--- config.mk ---
export PLATFORM = sky130hd
export DESIGN_NAME = col_burst_gen
export DESIGN_NICKNAME = d
export VERILOG_FILES = /design/src/rtl/col_burst_pkg.sv /design/src/rtl/burst_ctrl.sv /design/src/rtl/burst_addr_map.sv /design/src/rtl/col_burst_gen.sv
export SDC_FILE = /design/constraint.sdc
export NUM_CORES = 1
export LEC_CHECK = 0
export ABC_AREA = 1
export BUFFER_PORTS_ARGS = -buffer_cell sky130_fd_sc_hd__buf_2
export CORE_MARGIN = 2
export CORE_UTILIZATION = 54
export CTS_CLUSTER_SIZE = 16
export DETAILED_ROUTE_END_ITERATION = 16
export HOLD_SLACK_MARGIN = 0.02
export PLACE_DENSITY = 0.79
export SETUP_SLACK_MARGIN = 0.05
export SLEW_MARGIN = 15
export SYNTH_ARGS = -nofsm -noshare
export SYNTH_HDL_FRONTEND = slang
export SYNTH_SLANG_ARGS = --single-unit
--- constraint.sdc ---
create_clock -name clk -period 5.4 [get_ports clk]
set_input_delay 1.08 -clock clk [delete_from_list [all_inputs] [get_ports clk]]
set_output_delay 1.08 -clock clk [all_outputs]
set_load 0.05 [all_outputs]
--- src/rtl/col_burst_pkg.sv ---
package col_burst_pkg;

  localparam logic [2:0] LEN2 = 3'b001;
  localparam logic [2:0] LEN4 = 3'b010;
  localparam logic [2:0] LEN8 = 3'b011;

  function automatic logic len_ok(input logic [2:0] code);
    return (code == LEN2) || (code == LEN4) || (code == LEN8);
  endfunction

  // mask of the offset bits that vary; equals the final beat index
  function automatic logic [2:0] low_mask(input logic [2:0] code);
    case (code)
      LEN2:    return 3'b001;
      LEN4:    return 3'b011;
      LEN8:    return 3'b111;
      default: return 3'b000;
    endcase
  endfunction

  function automatic logic [2:0] seq_low(input logic [2:0] s, input logic [2:0] beat,
                                         input logic [2:0] mask);
    logic [2:0] sum;
    sum = s + beat;
    return (sum & mask) | (s & ~mask);
  endfunction

  function automatic logic [2:0] ilv_low(input logic [2:0] s, input logic [2:0] beat,
                                         input logic [2:0] mask);
    return s ^ (beat & mask);
  endfunction

endpackage

--- src/rtl/burst_ctrl.sv ---
module burst_ctrl
  import col_burst_pkg::*;
(
  input  logic       clk,
  input  logic       rst_n,
  input  logic       start_i,
  input  logic [2:0] len_code_i,
  input  logic       hold_i,
  output logic       active_o,
  output logic [2:0] beat_o,
  output logic [2:0] code_o,
  output logic       last_o,
  output logic       err_o,
  output logic       accept_o,
  output logic       advance_o
);

  logic       active_q;
  logic [2:0] beat_q;
  logic [2:0] code_q;
  logic       err_q;
  logic       at_end;

  assign accept_o  = start_i && !active_q && len_ok(len_code_i);
  assign advance_o = active_q && !hold_i;
  assign at_end    = (beat_q == low_mask(code_q));

  always_ff @(posedge clk or negedge rst_n) begin
    if (!rst_n) begin
      active_q <= 1'b0;
      beat_q   <= 3'd0;
      code_q   <= 3'd0;
      err_q    <= 1'b0;
    end else begin
      err_q <= start_i && !active_q && !len_ok(len_code_i);
      if (accept_o) begin
        active_q <= 1'b1;
        beat_q   <= 3'd0;
        code_q   <= len_code_i;
      end else if (advance_o) begin
        if (at_end) active_q <= 1'b0;
        else        beat_q   <= beat_q + 3'd1;
      end
    end
  end

  assign active_o = active_q;
  assign beat_o   = beat_q;
  assign code_o   = code_q;
  assign last_o   = active_q && at_end;
  assign err_o    = err_q;

endmodule

--- src/rtl/burst_addr_map.sv ---
module burst_addr_map
  import col_burst_pkg::*;
#(
  parameter int COL_W = 10
) (
  input  logic [COL_W-1:0] base_i,
  input  logic [2:0]       beat_i,
  input  logic [2:0]       code_i,
  input  logic             ilv_i,
  input  logic             active_i,
  output logic [COL_W-1:0] col_o
);

  localparam int HI_W = COL_W - 3;

  logic [2:0] start_low;
  logic [2:0] mask;
  logic [2:0] low;

  assign start_low = base_i[2:0];
  assign mask      = low_mask(code_i);
  assign low       = ilv_i ? ilv_low(start_low, beat_i, mask)
                           : seq_low(start_low, beat_i, mask);

  generate
    if (HI_W > 0) begin : g_hi
      assign col_o = active_i ? {base_i[COL_W-1:3], low} : '0;
    end else begin : g_lo
      assign col_o = active_i ? low : '0;
    end
  endgenerate

endmodule

--- src/rtl/col_burst_gen.sv ---
module col_burst_gen
  import col_burst_pkg::*;
#(
  parameter int COL_W = 10
) (
  input  logic             clk,
  input  logic             rst_n,
  input  logic             start_i,
  input  logic [COL_W-1:0] start_col_i,
  input  logic [2:0]       len_code_i,
  input  logic             interleave_i,
  input  logic             hold_i,
  output logic [COL_W-1:0] col_o,
  output logic             busy_o,
  output logic             last_o,
  output logic             err_o
);

  logic             active;
  logic [2:0]       beat;
  logic [2:0]       code;
  logic             accept_evt;
  logic             advance_evt;
  logic [COL_W-1:0] base_q;
  logic             ilv_q;

  burst_ctrl u_ctrl (
    .clk        (clk),
    .rst_n      (rst_n),
    .start_i    (start_i),
    .len_code_i (len_code_i),
    .hold_i     (hold_i),
    .active_o   (active),
    .beat_o     (beat),
    .code_o     (code),
    .last_o     (last_o),
    .err_o      (err_o),
    .accept_o   (accept_evt),
    .advance_o  (advance_evt)
  );

  always_ff @(posedge clk or negedge rst_n) begin
    if (!rst_n) begin
      base_q <= '0;
      ilv_q  <= 1'b0;
    end else if (accept_evt) begin
      base_q <= start_col_i;
      ilv_q  <= interleave_i;
    end
  end

  burst_addr_map #(.COL_W(COL_W)) u_map (
    .base_i   (base_q),
    .beat_i   (beat),
    .code_i   (code),
    .ilv_i    (ilv_q),
    .active_i (active),
    .col_o    (col_o)
  );

  assign busy_o = active;

endmodule

# Word level (Yosys, flattened, before mapping)
# Index checks and enable logic that the tools add are counted.
[totals]
inputBits = 18
regBits = 19
word_cells = 45
[classes]
mux = 9
add_sub_neg = 2
n_bitwise = 6
reduce_logical = 14
n_eq_ne = 8
[op_table]
columns = ["op", "n"]
rows = [
  ["$eq A3 B2 Y1 const B", 4],
  ["$mux W3", 4],
  ["$mux W10", 1],
  ["$and A3 B3 Y3", 3],
  ["$pmux W3 S3", 1],
  ["$eq A3 B1 Y1 const B", 2],
  ["$logic_and A1 B1 Y1", 5],
  ["$reduce_and A2 Y1", 2],
  ["$reduce_bool A2 Y1", 2],
  ["$add A3 B1 Y3 const B", 1],
  ["$add A3 B3 Y3", 1],
  ["$eq A3 B3 Y1", 1],
  ["$logic_not A1 Y1", 3],
  ["$mux W1", 3],
  ["$not A3 Y3", 1],
  ["$or A3 B3 Y3", 1],
  ["$xor A3 B3 Y3", 1],
  ["$logic_or A1 B1 Y1", 2],
  ["$ne A2 B2 Y1 const B", 1],
]

# Depth between registers and ports, before layout
[depth]
ltp_word = 7
mapped_depth = 11

# Cells and area by module
# Synthesis repeated with hierarchy kept, for this count alone.
[hier_totals]
hier_cells = 160
area_unflattened_um2 = 1132.3
[modules_own_cells]
columns = ["module", "instances", "area_per_inst_um2", "cells_each", "seq_area_each_um2"]
rows = [
  ["burst_ctrl", 1, 461.7, 60, 200.2],
  ["col_burst_gen", 1, 421.7, 47, 275.3],
  ["burst_addr_map", 1, 249.0, 53, 0.0],
]

# Worst setup path before layout
# OpenSTA, ideal clock, no wires.
[synth_path]
path_kind = "flip-flop to output port"
startpoint = "register u_ctrl.beat_q[0], in the netlist u_ctrl.beat_o[0]"
endpoint = "output col_o[2]"
setup_slack_ps = 2310
n_path_buf = 0
t_arrival_ps = 2010
stages_incl_launch_ff = 7
t_required_ps = 4320
path_cell_list = "dfrtp_1 -> ha_1 -> fa_1 -> or2_0 -> nand3_1 -> a21oi_1 -> nor2_1"
[synth_between]
elab_chain_len = 5
[synth_rtl]
columns = ["item", "line_no", "text"]
rows = [
  ["start: declaration", "burst_ctrl.sv:19", "logic [2:0] beat_q;"],
  ["start signal: assignment", "burst_ctrl.sv:42", "else beat_q <= beat_q + 3'd1;"],
  ["$add A3 B3 Y3", "col_burst_pkg.sv:24", "sum = s + beat;"],
  ["$and A3 B3 Y3", "col_burst_pkg.sv:25", "return (sum & mask) | (s & ~mask);"],
  ["$or A3 B3 Y3", "col_burst_pkg.sv:25", ""],
  ["$mux W3", "burst_addr_map.sv:22", "assign low = ilv_i ? ilv_low(start_low, beat_i, mask)"],
  ["$mux W10", "burst_addr_map.sv:27", "assign col_o = active_i ? {base_i[COL_W-1:3], low} : '0;"],
  ["end: declaration", "col_burst_gen.sv:13", "output logic [COL_W-1:0] col_o,"],
]
# No other way between the ends.

# Worst setup path after layout
# Same ends and word-level chain as after synthesis.

==> flow_metrics.env <==
export IMPL_antenna_found_initial=0
export IMPL_status="complete, no violations"
export IMPL_drt_total_wl_um=2110
export IMPL_min_path_type="reg2reg"
export IMPL_switchingPower_uw=425
export IMPL_drtAntennaViolNets=0
export IMPL_synth_cells=138
export IMPL_grt_pass1_wl_um=3780
export IMPL_worst_setup_path_end_kind="output pin"
export IMPL_cts_root_buf="clkbuf_4"
export IMPL_portBuffers=30
export IMPL_place_gp_congestion=0.912
export IMPL_synth_seq_area_share=0.442
export IMPL_path_clk_slew_ns=0.10
export IMPL_p_int_uw=360
export IMPL_syn_nets=162
export IMPL_grt_max_degree=20
export IMPL_finalClockSkew_ns=0.00229
export IMPL_routed_via_count=952
export IMPL_ios=31
export IMPL_drv_cap=0
export IMPL_tns_ns=0
export IMPL_crit_type="reg2out"
export IMPL_cp_max_fo=4
export IMPL_slew_viol_final=0
export IMPL_combPwrFrac=0.575
export IMPL_drt_iter0_drc=13
export IMPL_ys_warn_count=0
export IMPL_yosys_area_share_simple=0.264
export IMPL_die_x_um=48.6
export IMPL_clkSinkCount=19
export IMPL_muxShareOfSynthArea=0
export IMPL_drive_above_1_share=0.225
export IMPL_dp_hpwl_um=1610
export IMPL_rsz0062_at_grt="false"
export IMPL_synth_fa_ha_area_frac=0.0767
export IMPL_drt_pre_antenna_iters=4
export IMPL_die_h_um=48.6
export IMPL_rows=16
export IMPL_synth_seq_cells=19
export IMPL_nets=194
export IMPL_core_area_mm2=0.00192
export IMPL_r2r_start="u_ctrl.code_o[0]$_DFFE_PN0N_"
export IMPL_routed_via_density=4.86
export IMPL_hp_start="base_q[4]$_DFFE_PN0N_"
export IMPL_cts_hold_buf=0
export IMPL_ys_types=22
export IMPL_critPathLaunch="u_ctrl.beat_o[0]$_DFFE_PN0P_"
export IMPL_synth_xor_area_frac=0.0244
export IMPL_insertedDiodeCount=0
export IMPL_cts_buffers=3
export IMPL_grt_overflow_total=0
export IMPL_cts_tree="built"
export IMPL_cts_max_level=1
export IMPL_power_frac_clock=0.091
export IMPL_cts_buffer_depth=2
export IMPL_utilization=0.651
export IMPL_maxSlewHeadroom=0.709
export IMPL_cp_start_kind="flop"
export IMPL_grt_usage=0.210
export IMPL_syn_area_mm2=0.00108
export IMPL_p_leak_uw=0.000783
export IMPL_start_util=0.560
export IMPL_synth_compound_area_frac=0.0756
export IMPL_max_freq_mhz=313
export IMPL_p_per_area_mw_per_mm2=628
export IMPL_seq_power_share=0.334
export IMPL_clkLatencyLatePin_ns=0.30
export IMPL_setup_viol=0
export IMPL_max_slew_worst_pin_slew_ns=0.437
export IMPL_nFillCells=186
export IMPL_cp_required_ns=4.32
export IMPL_worstPathArrival_ns=2.12
export IMPL_hold_viol=0
export IMPL_cts_setup_buffers=0
export IMPL_synth_top_family_by_area="simple AND/OR/NAND/NOR gates"
export IMPL_areaGrowthSynthToFinish_pct=16.3
export IMPL_avgSynthCellArea_um2=7.80
export IMPL_p_sw_frac=0.541
export IMPL_die_area_mm2=0.00237
export IMPL_timing_final_crit_period_ns=3.20
export IMPL_period_share=0.592
export IMPL_rrSetupSlack_ns=3.65
export IMPL_ir_drop_mv=0.370
export IMPL_drc_errors=0
export IMPL_grt_pass1_vias=938
export IMPL_fin_area_mm2=0.00125
export IMPL_avgRoutedWirePerCell_um=10.8
export IMPL_placed_area_mm2=0.00122
export IMPL_cts_resized=0
==> routing by layer <==
layer | wire, um | global-route usage
met2 | 1000 | 0.372
met3 | 82 | 0.0401
met4 | 65 | 0.138
met1 | 964 | 0.227
met5 | 0 | 0
==> critical path, stage by stage, from the launching register on <==
cell and delay (ns):
dfrtp_1 0.45, ha_1 0.24, fa_1 0.39, or2_0 0.23, nand3_1 0.10, a21oi_1 0.07, nor2_1 0.09, buf_2 0.26
==> sequential cells by signal, summed over array words and instances, names as in the netlist <==
name / cells
u_ctrl.active_o: 1
u_ctrl.beat_o: 3
u_ctrl.code_o: 3
u_ctrl.err_o: 1
ilv_q: 1
base_q: 10
==> power by group through the flow <==
stage	registers, uW	logic [uW]	clock network (uW)
6_report	262	451	71.7
5_1_grt	273	503	79.1
4_1_cts	263	454	73.5
3_5_place_dp	266	452	0
3_3_place_gp	260	442	0
2_1_floorplan	262	357	0
==> area by class of cell <==
cell class / count / area (um^2) / area share
repair buffers: 30 / 150 / 0.120
inverters: 23 / 91.3 / 0.0730
multi-input cells: 93 / 474 / 0.379
well taps: 27 / 33.8 / 0.0270
flip-flops and latches: 19 / 475 / 0.380
clock buffers: 4 / 26.3 / 0.0210
==> per-stage QoR <==
step / instances / power [uW] / worst slack (ns) / hold slack [ns]
finish: 196 / 785 / 2.20 / 0.493
global route: 196 / 855 / 2.07 / 0.523
CTS: 196 / 791 / 2.20 / 0.493
detailed placement: 192 / 718 / 2.54 / 0.466
global placement: 192 / 702 / 2.60 / 0.462
floorplan: 138 / 619 / 2.31 / 0.449
==> placed cells by master (no fill, tap or decap) <==
cell	count
a21oi_1	4
a21oi_4	1
buf_2	30
clkbuf_1	1
clkbuf_4	3
dfrtp_1	19
fa_1	1
ha_1	5
inv_1	21
inv_2	1
inv_6	1
nand2_1	52
nand2_4	1
nand3_1	6
nor2_1	8
nor2_2	1
nor3_1	1
o21ai_0	6
o21ai_1	3
or2_0	1
xnor2_1	1
xor2_1	2
==> cells in the mapped netlist <==
cell type  instances  area [um^2]
a21oi_1            4         20.0
buf_12             1         20.0
nand2_4            1         11.3
nor2_1             8         30.0
or2_0              1         6.26
clkbuf_1           1         3.75
inv_1             21         78.8
nor2_2             1         6.26
a21oi_4            1         16.3
fa_1               1         20.0
dfrtp_1           19          475
inv_2              1         3.75
nor3_1             1         5.00
ha_1               5         62.6
o21ai_0            6         30.0
o21ai_1            3         15.0
xnor2_1            1         8.76
inv_6              1         8.76
buf_6              1         11.3
xor2_1             2         17.5
nand3_1            6         30.0
nand2_1           52          195
==> cells by family after synthesis <==
group	after synthesis
buffers and inverters	26
adders and majority gates	6
xor gates and xnor gates	3
and+or+nand+nor	70
AOI/OAI and AO/OA	14
DFF	19
==> worst paths after layout <==
check / end / cells after the start
worst max register to register: u_ctrl.beat_o[2]$_DFFE_PN0P_ / 10
worst max-delay path: col_o[2] / 7
worst min register to register: base_q[4]$_DFFE_PN0N_ / 2
max in group asynchronous: ilv_q$_DFFE_PN0N_ / 1
worst min-delay path: base_q[4]$_DFFE_PN0N_ / 2
min in group asynchronous: base_q[1]$_DFFE_PN0N_ / 1
Power figures use the tool's default switching activity.
